<file path="src/rtl/sram_pd_pkg.sv">
package sram_pd_pkg;
  typedef enum logic [2:0] {
    ST_IDLE,
    ST_EN_ACK,
    ST_EN_DLY,
    ST_DIS_DLY,
    ST_DIS_PDN,
    ST_DIS_ACK
  } pd_state_e;
endpackage

</file>
<file path="src/rtl/sram_ack_sync.sv">
module sram_ack_sync #(
  parameter int unsigned WIDTH  = 4,
  parameter int unsigned STAGES = 2
) (
  input  logic             clk_i,
  input  logic             rst_ni,
  input  logic [WIDTH-1:0] async_i,
  output logic [WIDTH-1:0] sync_o
);
  logic [WIDTH-1:0] stage_q [STAGES];

  for (genvar s = 0; s < STAGES; s++) begin : g_stage
    always_ff @(posedge clk_i or negedge rst_ni) begin
      if (!rst_ni) stage_q[s] <= '0;
      else if (s == 0) stage_q[s] <= async_i;
      else stage_q[s] <= stage_q[(s == 0) ? 0 : s-1];
    end
  end

  assign sync_o = stage_q[STAGES-1];
endmodule

</file>
<file path="src/rtl/sram_pd_timer.sv">
module sram_pd_timer #(
  parameter int unsigned CNT_W = 8
) (
  input  logic             clk_i,
  input  logic             rst_ni,
  input  logic             load_i,
  input  logic [CNT_W-1:0] load_val_i,
  input  logic             dec_i,
  output logic             zero_o
);
  logic [CNT_W-1:0] cnt_q;

  always_ff @(posedge clk_i or negedge rst_ni) begin
    if (!rst_ni) cnt_q <= '0;
    else if (load_i) cnt_q <= load_val_i;
    else if (dec_i && cnt_q != '0) cnt_q <= cnt_q - 1'b1;
  end

  assign zero_o = (cnt_q == '0);
endmodule

</file>
<file path="src/rtl/sram_pd_ctrl.sv">
module sram_pd_ctrl
  import sram_pd_pkg::*;
#(
  parameter int unsigned MASK_W  = 4,
  parameter int unsigned ISO_DLY = 250,
  parameter int unsigned TMO_CYC = 250000
) (
  input  logic              clk_i,
  input  logic              rst_ni,
  input  logic              en_req_i,
  input  logic              dis_req_i,
  input  logic              iso_cap_i,
  input  logic [MASK_W-1:0] ack_i,
  output logic [MASK_W-1:0] pdn_o,
  output logic              clk_iso_o,
  output logic              iso_rel_o,
  output logic              busy_o,
  output logic              done_o,
  output logic              timeout_o
);
  localparam int unsigned MAX_CNT = (ISO_DLY > TMO_CYC) ? ISO_DLY : TMO_CYC;
  localparam int unsigned CNT_W   = $clog2(MAX_CNT + 1);
  localparam logic [CNT_W-1:0] DLY_LD = CNT_W'(ISO_DLY - 1);
  localparam logic [CNT_W-1:0] TMO_LD = CNT_W'(TMO_CYC - 1);

  pd_state_e state_q, state_d;
  logic [MASK_W-1:0] pdn_q, pdn_d, ack_s;
  logic ciso_q, ciso_d, rel_q, rel_d;
  logic done_q, done_d, tmo_q, tmo_d;
  logic ld, dec, tmr_zero;
  logic [CNT_W-1:0] ld_val;
  logic ack_all_lo, ack_all_hi;

  sram_ack_sync #(.WIDTH(MASK_W), .STAGES(2)) u_sync (
    .clk_i   (clk_i),
    .rst_ni  (rst_ni),
    .async_i (ack_i),
    .sync_o  (ack_s)
  );

  sram_pd_timer #(.CNT_W(CNT_W)) u_tmr (
    .clk_i      (clk_i),
    .rst_ni     (rst_ni),
    .load_i     (ld),
    .load_val_i (ld_val),
    .dec_i      (dec),
    .zero_o     (tmr_zero)
  );

  assign ack_all_lo = ~|ack_s;
  assign ack_all_hi = &ack_s;

  always_comb begin
    state_d = state_q;
    pdn_d   = pdn_q;
    ciso_d  = ciso_q;
    rel_d   = rel_q;
    done_d  = 1'b0;
    tmo_d   = 1'b0;
    ld      = 1'b0;
    ld_val  = TMO_LD;
    dec     = 1'b0;
    unique case (state_q)
      ST_IDLE: begin
        if (en_req_i) begin
          pdn_d   = '0;
          ld      = 1'b1;
          state_d = ST_EN_ACK;
        end else if (dis_req_i) begin
          if (iso_cap_i) begin
            ciso_d  = 1'b1;
            ld      = 1'b1;
            ld_val  = DLY_LD;
            state_d = ST_DIS_DLY;
          end else begin
            pdn_d   = '1;
            ld      = 1'b1;
            state_d = ST_DIS_ACK;
          end
        end
      end
      ST_EN_ACK: begin
        if (ack_all_lo) begin
          if (iso_cap_i) begin
            rel_d   = 1'b1;
            ld      = 1'b1;
            ld_val  = DLY_LD;
            state_d = ST_EN_DLY;
          end else begin
            // mirror the released state for a later capability change
            rel_d   = 1'b1;
            ciso_d  = 1'b0;
            done_d  = 1'b1;
            state_d = ST_IDLE;
          end
        end else if (tmr_zero) begin
          tmo_d   = 1'b1;
          state_d = ST_IDLE;
        end else begin
          dec = 1'b1;
        end
      end
      ST_EN_DLY: begin
        if (tmr_zero) begin
          ciso_d  = 1'b0;
          done_d  = 1'b1;
          state_d = ST_IDLE;
        end else begin
          dec = 1'b1;
        end
      end
      ST_DIS_DLY: begin
        if (tmr_zero) begin
          rel_d   = 1'b0;
          state_d = ST_DIS_PDN;
        end else begin
          dec = 1'b1;
        end
      end
      ST_DIS_PDN: begin
        pdn_d   = '1;
        ld      = 1'b1;
        state_d = ST_DIS_ACK;
      end
      ST_DIS_ACK: begin
        if (ack_all_hi) begin
          if (!iso_cap_i) begin
            ciso_d = 1'b1;
            rel_d  = 1'b0;
          end
          done_d  = 1'b1;
          state_d = ST_IDLE;
        end else if (tmr_zero) begin
          tmo_d   = 1'b1;
          state_d = ST_IDLE;
        end else begin
          dec = 1'b1;
        end
      end
      default: state_d = ST_IDLE;
    endcase
  end

  always_ff @(posedge clk_i or negedge rst_ni) begin
    if (!rst_ni) begin
      state_q <= ST_IDLE;
      pdn_q   <= '1;
      ciso_q  <= 1'b1;
      rel_q   <= 1'b0;
      done_q  <= 1'b0;
      tmo_q   <= 1'b0;
    end else begin
      state_q <= state_d;
      pdn_q   <= pdn_d;
      ciso_q  <= ciso_d;
      rel_q   <= rel_d;
      done_q  <= done_d;
      tmo_q   <= tmo_d;
    end
  end

  assign pdn_o     = pdn_q;
  assign clk_iso_o = iso_cap_i ? ciso_q : 1'b0;
  assign iso_rel_o = iso_cap_i ? rel_q : 1'b1;
  assign busy_o    = (state_q != ST_IDLE);
  assign done_o    = done_q;
  assign timeout_o = tmo_q;
endmodule

</file>
<file path="config.mk">
export PLATFORM = sky130hd
export DESIGN_NAME = sram_pd_ctrl
export DESIGN_NICKNAME = d
export VERILOG_FILES = /design/src/rtl/sram_pd_pkg.sv /design/src/rtl/sram_ack_sync.sv /design/src/rtl/sram_pd_timer.sv /design/src/rtl/sram_pd_ctrl.sv
export SDC_FILE = /design/constraint.sdc
export NUM_CORES = 1
export LEC_CHECK = 0
export CAP_MARGIN = 0
export CORE_MARGIN = 5
export CORE_UTILIZATION = 40
export CTS_CLUSTER_SIZE = 24
export DETAILED_ROUTE_END_ITERATION = 12
export GPL_TIMING_DRIVEN = 0
export PLACE_DENSITY_LB_ADDON = 0.1
export REMOVE_ABC_BUFFERS = 1
export SLEW_MARGIN = 20
export SYNTH_ARGS = -nofsm -noshare
export SYNTH_HDL_FRONTEND = slang
export SYNTH_HIERARCHICAL = 1
export SYNTH_SLANG_ARGS = --single-unit
</file>
<file path="constraint.sdc">
create_clock -name clk_i -period 3.5 [get_ports clk_i]
set_input_delay 0.525 -clock clk_i [delete_from_list [all_inputs] [get_ports clk_i]]
set_output_delay 0.525 -clock clk_i [all_outputs]
set_load 0.01 [all_outputs]
</file>
# == Yosys cells after proc, flatten, opt, wreduce, memory -nomap -nowiden ==
# Cells that the tools add are included.
# classes
shift,0
mul,0
order_cmp,0
reduce_logical,16
add_sub_neg,1
n_bitwise,0
mux,51
n_div,0
n_eq_ne,15
# ops
operator,count
$mux W18,6
$pmux W18 S2,1
$mux W1,25
$mux W3,7
$logic_not A18 Y1,1
$pmux W3 S6,1
$reduce_bool A18 Y1,1
$sub A18 B1 Y18 const B,1
$ne A2 B2 Y1 const B,8
$mux W4,3
$pmux W1 S3,4
$pmux W4 S2,1
$reduce_and A8 Y1,1
$eq A3 B2 Y1 const B,2
$eq A3 B3 Y1 const B,2
$ne A3 B3 Y1 const B,2
$reduce_bool A3 Y1,2
$reduce_and A5 Y1,1
$pmux W1 S4,1
$reduce_and A4 Y1,1
$reduce_bool A2 Y1,2
$reduce_bool A4 Y1,1
$reduce_or A4 Y1,1
$eq A3 B1 Y1 const B,1
7 further kinds,7
# word_totals
wordCells,92
romBits,0
mem_bits_rw,0
mem_count,0
inputBits,9
latch_bits,0
ff_bits,37

# == Longest topological paths before layout ==
# Gate-level depths: netlist of the first run.
# logic_depth
ltp_word,7
mapped_depth,9
mapped_depth_nobuf,9

# == Hierarchy ==
# Netlist of the first run, hierarchy kept.
# modules_own_cells
module,area_each_um2,seq_area_each_um2,instances,cells_per_inst
sram_pd_timer,1174.9,450.4,1,117
sram_pd_ctrl,603.1,202.7,1,72
sram_ack_sync,230.2,200.2,1,12

# == Worst setup path after synthesis of the first run ==
# Ideal clock, no wire load.
# synth_timing
path_type,register -> register
from,register u_tmr.cnt_q[6]
to,register u_tmr.cnt_q[16]
path_stages_with_launch,10
t_arrival_ns,2.558
slack_ns,0.818
n_path_buf,1
cell_sequence,dfrtp_1 -> or4_4 -> or2_1 -> buf_6 -> nor2_1 -> a21oi_1 -> nand3_1 -> nor3_2 -> mux2_1 -> mux2_2
# synth_between
elab_chain_len,6
word_cells_on_any_way,11
cone_classes,add/sub (1); mux (6); reduce/logical (4)
# synth_lines
element,line,rtl
from (decl),sram_pd_timer.sv:11,logic [CNT_W-1:0] cnt_q;
from (signal assigned),sram_pd_timer.sv:15,else if (load_i) cnt_q <= load_val_i;
from (signal assigned),sram_pd_timer.sv:16,else if (dec_i && cnt_q != '0) cnt_q <= cnt_q - 1'b1;
$logic_not A18 Y1 *,sram_pd_timer.sv:19,assign zero_o = (cnt_q == '0);
named net tmr_zero,sram_pd_ctrl.sv:30,"logic ld, dec, tmr_zero;"
$mux W1 *,n/a,
$mux W1 (on tied branches),"sram_pd_ctrl.sv:126, sram_pd_ctrl.sv:83",
$pmux W1 S3 *,sram_pd_ctrl.sv:63,unique case (state_q)
named net dec,sram_pd_ctrl.sv:30,
$logic_and A1 B1 Y1 *,sram_pd_timer.sv:16,
$reduce_bool A2 Y1 (no source line) *,n/a,
# Mark *: on every way through the listed nets, which the timed path passes. The rest lies on a longest branch. The select of a mux whose other input is x is not followed.
# A chain may end at the register's enable or synchronous reset.

# == Worst setup path after layout of the first run ==
# Same ends and word-level chain as after synthesis.

==> results.yml, run 1 <==
status:
  status: "finished clean"
power_and_ir_drop:
  pwr-share-comb_pct: 38.8
  p_per_area_nw_per_um2: 817
  internal_power_mw: 1.21
  seqPwrFrac_pct: 38.1
  p_sw_mw: 0.706
  clockPowerShare_pct: 23.1
  peakVddDrop_mv: 0.317
  switching_share_pct: 36.9
  power.leakage_nw: 0.870
final_layout:
  final_cell_mix: "dfrtp_1, nand2_1, clkdlybuf4s50_1"
  drive_gt1_share_pct: 17.1
  final_common_cell: "dfrtp_1"
  area_delta_synth_final_pct: 16.8
  fill_cells: 441
  final_nets: 226
  antennaDiodeCount: 0
floorplan:
  dieArea_um2: 6540
  io_pins: 18
  die_y_um: 80.9
  die_w_um: 80.9
  initial_utilization_pct: 42.0
  fp.coreArea_um2: 4790
  rows: 25
place:
  port_buffers: 17
  post-place-ws_ns: 0.418
  dp_hpwl_um: 2860
  gp_congestion: 0.836
synth:
  ys_warn_count: 6
  yosysTopAreaCellShare_pct: 39.9
  synth-main-ff-cell: "dfrtp_1"
  synth_area_um2: 2010
  ys_ff_latch: 34
  synth.area.top_cells: "dfrtp_1, xnor2_1, nand2_1"
  synth.avg_cell_area_um2: 9.99
  synth-edff-count: 0
  netlist_instances: 201
  async_reset_ff_share_pct: 100
  ys_types: 56
  yosysTopAreaCell: "dfrtp_1"
  yosysSeqAreaShare_pct: 42.5
clock_tree:
  cts_buffers: 5
  clk_latency_ns: 0.28
  cts_tree: "yes"
  hold_buffers: 0
  clockBufferDepth: 2
  cts.clk_slew.worst_paths_ns: 0.07
  root_buffer: "clkbuf_8"
  post_cts_buffers: 0
  cts.sinks: 34
  cts_resized: 0
  cts-htree-levels: 2
drt:
  wl_per_cell_um: 13.9
  wirelength_um: 3960
  drt_pass1_iterations: 4
  route.detailed.drc: 0
  viasPerCell: 5.28
  ant_nets: 0
  vias: 1500
  drt_iter0_markers: 129
sta:
  fin_crit_ns: 3.08
  finalCritPeriodShare_pct: 88.0
  postLayoutSetupSlackWorst_ns: 0.420
  slew_viol_final: 0
  tightest_slew_ns: 0.661
  slew_headroom_pct: 55.8
  grt_setup_unrepaired: "no"
  hold_viol: 0
  setup_viol_count_final: 0
  fmax_ghz: 0.325
  fin_hold_ws_ns: 0.238
  clock_skew_ns: 0.00736
setup_path:
  crit_type: "flop to flop"
  cp.required_ns: 3.66
  worstPathMaxFanout: 7
  worstPathArrival_ns: 3.24
  cp-start-kind: "flop"
  crit_path_end_kind: "flop"
hold_path:
  hold_class: "input pin to async pin"
job:
  cap_violations: 0
global_routing:
  antenna_found_initial: 0
  grt.total_usage_pct: 13.1
  overflow: 0
  grt_pass1_wl_um: 6800
  grt_pass1_vias: 1437
  grt_max_degree: 35
==> synthesized netlist by cell type (2+ instances only) <==
master     count
nor4_1         2
mux2_2         4
or4_4          5
nor4_4         2
nor3_1         7
conb_1         2
nor2b_1        3
nand4_1        3
a2111oi_2      2
o22ai_1        2
nand3_1        2
buf_4          8
nand2_1       18
inv_1          7
a211oi_1       3
a31oi_1        2
buf_6          2
clkbuf_1       6
nor2_1        11
o21ai_0       11
nor3_2         2
dfrtp_1       32
or3_1          2
o21ai_2        2
dfstp_2        2
nand2b_1       6
a21oi_1        9
xnor2_1       12
o21ai_1        5
==> flip-flops by register name, summed over array words and instances, names as in the netlist <==
register and count:
u_sync/sync_o 4, u_sync/stage_q 4, u_tmr/cnt_q 18, ciso_q 1, done_o 1, rel_q 1, pdn_o 1, timeout_o 1
state_q 3
==> metal layers <==
metal,track usage [%],share of wire [%],vias up
li1,-,-,744
met1,18.5,50,717
met2,19.7,44,32
met3,3.44,4.6,7
met4,3.55,1.2,0
met5,0,0,-
==> worst max-delay path, cell delays in order, from the launching register on <==
cell and delay [ns]:
dfrtp_1 0.44, or4_4 0.54, or2_1 0.40, nor2_1 0.48, a21oi_1 0.26, nand3_1 0.22
nor3_2 0.06, mux2_1 0.32, mux2_2 0.26
==> final timing paths <==
check | start | end | slack (ns) | depth (start not counted)
setup / recovery | u_tmr/cnt_q[6]$_DFFE_PN0P_ | u_tmr/cnt_q[16]$_DFFE_PN0P_ | 0.42 | 8
hold / removal | rst_ni | pdn_o[2]$_DFFE_PN1P_ | 0.24 | 1
setup reg to reg | u_tmr/cnt_q[6]$_DFFE_PN0P_ | u_tmr/cnt_q[16]$_DFFE_PN0P_ | 0.42 | 8
hold reg to reg | u_sync/stage_q[5]$_DFF_PN0_ | u_sync/sync_o[1]$_DFF_PN0_ | 0.35 | 0
max in group asynchronous | rst_ni | u_sync/sync_o[2]$_DFF_PN0_ | 3.07 | 2
min in group clk_i | u_sync/stage_q[5]$_DFF_PN0_ | u_sync/sync_o[1]$_DFF_PN0_ | 0.35 | 0
==> cell families (layout without fill, tap and decap cells) <==
group / count (synthesis) / in the layout / share of synthesized area [%]
and+or+nand+nor: 74 / 74 / 24.3
AOI/OAI and AO/OA: 49 / 49 / 17.2
DFF: 34 / 34 / 42.5
buffers and inverters: 23 / 33 / 6.54
xor gates and xnor gates: 13 / 13 / 5.67
muxes: 5 / 5 / 2.80
other: 2 / 8 / 0.374
adders and majority gates: 1 / 1 / 0.623
==> cell type report <==
type / count / area (um^2) / area share, %
well taps: 67 / 83.8 / 3.58
inverters: 7 / 26.3 / 1.12
clock inverters: 2 / 60.1 / 2.56
repair buffers: 18 / 185 / 7.90
multi-input cells: 150 / 1050 / 44.9
clock buffers: 6 / 82.6 / 3.52
flip-flops and latches: 34 / 853 / 36.4
==> metrics by stage <==
step                      TNS (ns)  utilization, %  cells  power, mW  area [um^2]
after floorplan                  0               -    191       1.24         1930
after global placement      -0.336            45.5    275       1.44         2180
after detailed placement         0            46.0    276       1.48         2200
after CTS                        0            49.0    284       1.93         2340
after global routing             0            49.0    284       2.06         2340
final                            0            49.0    284       1.92         2340
==> power groups by stage <==
stage               clock network [mW]  logic [mW]  registers [mW]
floorplan                            0       0.547           0.695
global placement                     0       0.721           0.720
detailed placement                   0       0.746           0.732
CTS                              0.456       0.752           0.727
global route                     0.471       0.837           0.751
finish                           0.442       0.743           0.731
(Power assumes the default switching activity.)
==> inputs of run 2 (changes only) <==
Settings changed: CORE_ASPECT_RATIO from default to 1.5, CTS_BUF_LIST from default to sky130_fd_sc_hd__clkbuf_4 sky130_fd_sc_hd__clkbuf_8, GPL_ROUTABILITY_DRIVEN from default to 0.
==> results.yml, run 2 (synthesis gave the netlist of run 1 again) <==
final_layout:
  final_nets: 226
  largest_register_ff_count: 18
  final_common_cell: "dfrtp_1"
  top_register: "u_tmr/cnt_q"
  area_delta_synth_final_pct: 16.4
  drive_gt1_share_pct: 17.1
  antennaDiodeCount: 0
  final_cell_mix: "dfrtp_1, nand2_1, clkdlybuf4s50_1"
setup_path:
  r2r_start: "u_tmr/cnt_q[6]$_DFFE_PN0P_"
  rr_worst_depth: 8
  crit_type: "flop to flop"
  crit_path_end_kind: "flop"
  worstPathArrival_ns: 3.28
  cp.required_ns: 3.68
  worstPathMaxFanout: 7
  cp-start-kind: "flop"
  reg2reg_to: "u_tmr/cnt_q[16]$_DFFE_PN0P_"
  reg2reg_slack_ns: 0.40
drt:
  drt_pass1_iterations: 4
  wirelength_um: 4240
  ant_nets: 0
  wl_per_cell_um: 15.0
  route.detailed.drc: 0
  viasPerCell: 5.34
  vias: 1512
  drt_iter0_markers: 64
place:
  dp_hpwl_um: 3080
  port_buffers: 17
  post-place-ws_ns: 0.453
power_and_ir_drop:
  seqPwrFrac_pct: 37.9
  power.leakage_nw: 0.867
  pwr-share-comb_pct: 39.3
  clockPowerShare_pct: 22.8
  p_per_area_nw_per_um2: 818
  peakVddDrop_mv: 0.364
  switching_share_pct: 37.7
  internal_power_mw: 1.19
  p_sw_mw: 0.722
  power.total_mw: 1.91
sta:
  setup_viol_count_final: 0
  tightest_slew_ns: 0.702
  slew_viol_final: 0
  fmax_ghz: 0.323
  hold_viol: 0
  slew_headroom_pct: 53.1
  finalCritPeriodShare_pct: 88.6
  fin_crit_ns: 3.10
  grt_setup_unrepaired: "no"
  clock_skew_ns: 0.00207
  postLayoutSetupSlackWorst_ns: 0.400
hold_path:
  hold_class: "input pin to async pin"
clock_tree:
  cts-htree-levels: 2
  cts.sinks: 34
  cts_buffers: 5
  post_cts_buffers: 0
  hold_buffers: 0
  cts.clk_slew.worst_paths_ns: 0.07
  root_buffer: "clkbuf_8"
  clk_latency_ns: 0.29
  cts_resized: 0
  cts_tree: "yes"
  clockBufferDepth: 2
floorplan:
  dieArea_um2: 6570
  die_y_um: 96.8
  die_w_um: 67.9
  initial_utilization_pct: 41.4
  rows: 31
  fp.coreArea_um2: 4850
  io_pins: 18
job:
  cap_violations: 0
global_routing:
  grt_max_degree: 35
  antenna_found_initial: 0
  grt_use_met1_pct: 15.4
  grt_pass1_wl_um: 7180
  met3_usage_pct: 3.48
  grt_pass1_vias: 1536
  top_usage_layer: "met2"
  grt_use_met2_pct: 25.4
  grt.total_usage_pct: 14.2
  overflow: 0
status:
  status: "finished clean"
==> run 2: worst max-delay path, stage by stage (launching register included) <==
cell and delay [ns]:
dfrtp_1 0.44, or4_4 0.54, or2_1 0.41, nor2_1 0.46, a21oi_1 0.27, nand3_1 0.23
nor3_2 0.06, mux2_1 0.32, mux2_2 0.26
==> run 2: stage by stage <==
stage | util, % | cells | hold WS (ns) | instance area, um^2 | TNS (ns)
CTS | 48.2 | 283 | 0.0215 | 2340 | 0
detailed placement | 45.4 | 275 | 0.334 | 2200 | 0
floorplan | - | 191 | 0.229 | 1930 | 0
global route | 48.2 | 283 | 0.0199 | 2340 | 0
finish | 48.2 | 283 | 0.0264 | 2340 | 0
global placement | 44.9 | 274 | 0.334 | 2180 | -0.455
==> run 2: worst max path at each step <==
stage / start / slack [ns] / depth (start not counted) / endpoint
after detailed placement: u_tmr/cnt_q[6]$_DFFE_PN0P_ / 0.45 / 8 / u_tmr/cnt_q[16]$_DFFE_PN0P_
after global routing: u_tmr/cnt_q[5]$_DFFE_PN0P_ / 0.14 / 8 / u_tmr/cnt_q[7]$_DFFE_PN0P_
after CTS: u_tmr/cnt_q[5]$_DFFE_PN0P_ / 0.41 / 8 / u_tmr/cnt_q[7]$_DFFE_PN0P_
after global placement: iso_cap_i / -0.14 / 6 / u_tmr/cnt_q[1]$_DFFE_PN0P_
final: u_tmr/cnt_q[6]$_DFFE_PN0P_ / 0.40 / 8 / u_tmr/cnt_q[16]$_DFFE_PN0P_
after floorplan: u_sync/sync_o[3]$_DFF_PN0_ / 0.62 / 5 / u_tmr/cnt_q[1]$_DFFE_PN0P_
==> run 2: per-layer routing <==
| metal | part of all wire, % | wire [um] | vias to the layer above |
|---|---|---|---|
| met2 | 56 | 2360 | 27 |
| met1 | 38 | 1630 | 730 |
| met3 | 4.1 | 173 | 7 |
| li1 | - | - | 748 |
| met5 | 0 | 0 | - |
| met4 | 1.9 | 81 | 0 |
==> run 2: final cells by class <==
| type | count | area (um^2) |
|---|---|---|
| clock buffer | 5 | 68.8 |
| clock inverter | 3 | 68.8 |
| fill | 464 | 2510 |
| inverter | 7 | 26.3 |
| multi-input combinational | 150 | 1050 |
| sequential | 34 | 853 |
| tap | 66 | 82.6 |
| timing repair buffer | 18 | 185 |
==> run 2: power groups by stage <==
stage,combinational [mW],clock (mW),sequential (mW)
detailed placement,0.754,0,0.728
CTS,0.758,0.447,0.723
finish,0.751,0.436,0.726
floorplan,0.547,0,0.695
global route,0.844,0.460,0.753
global placement,0.727,0,0.716
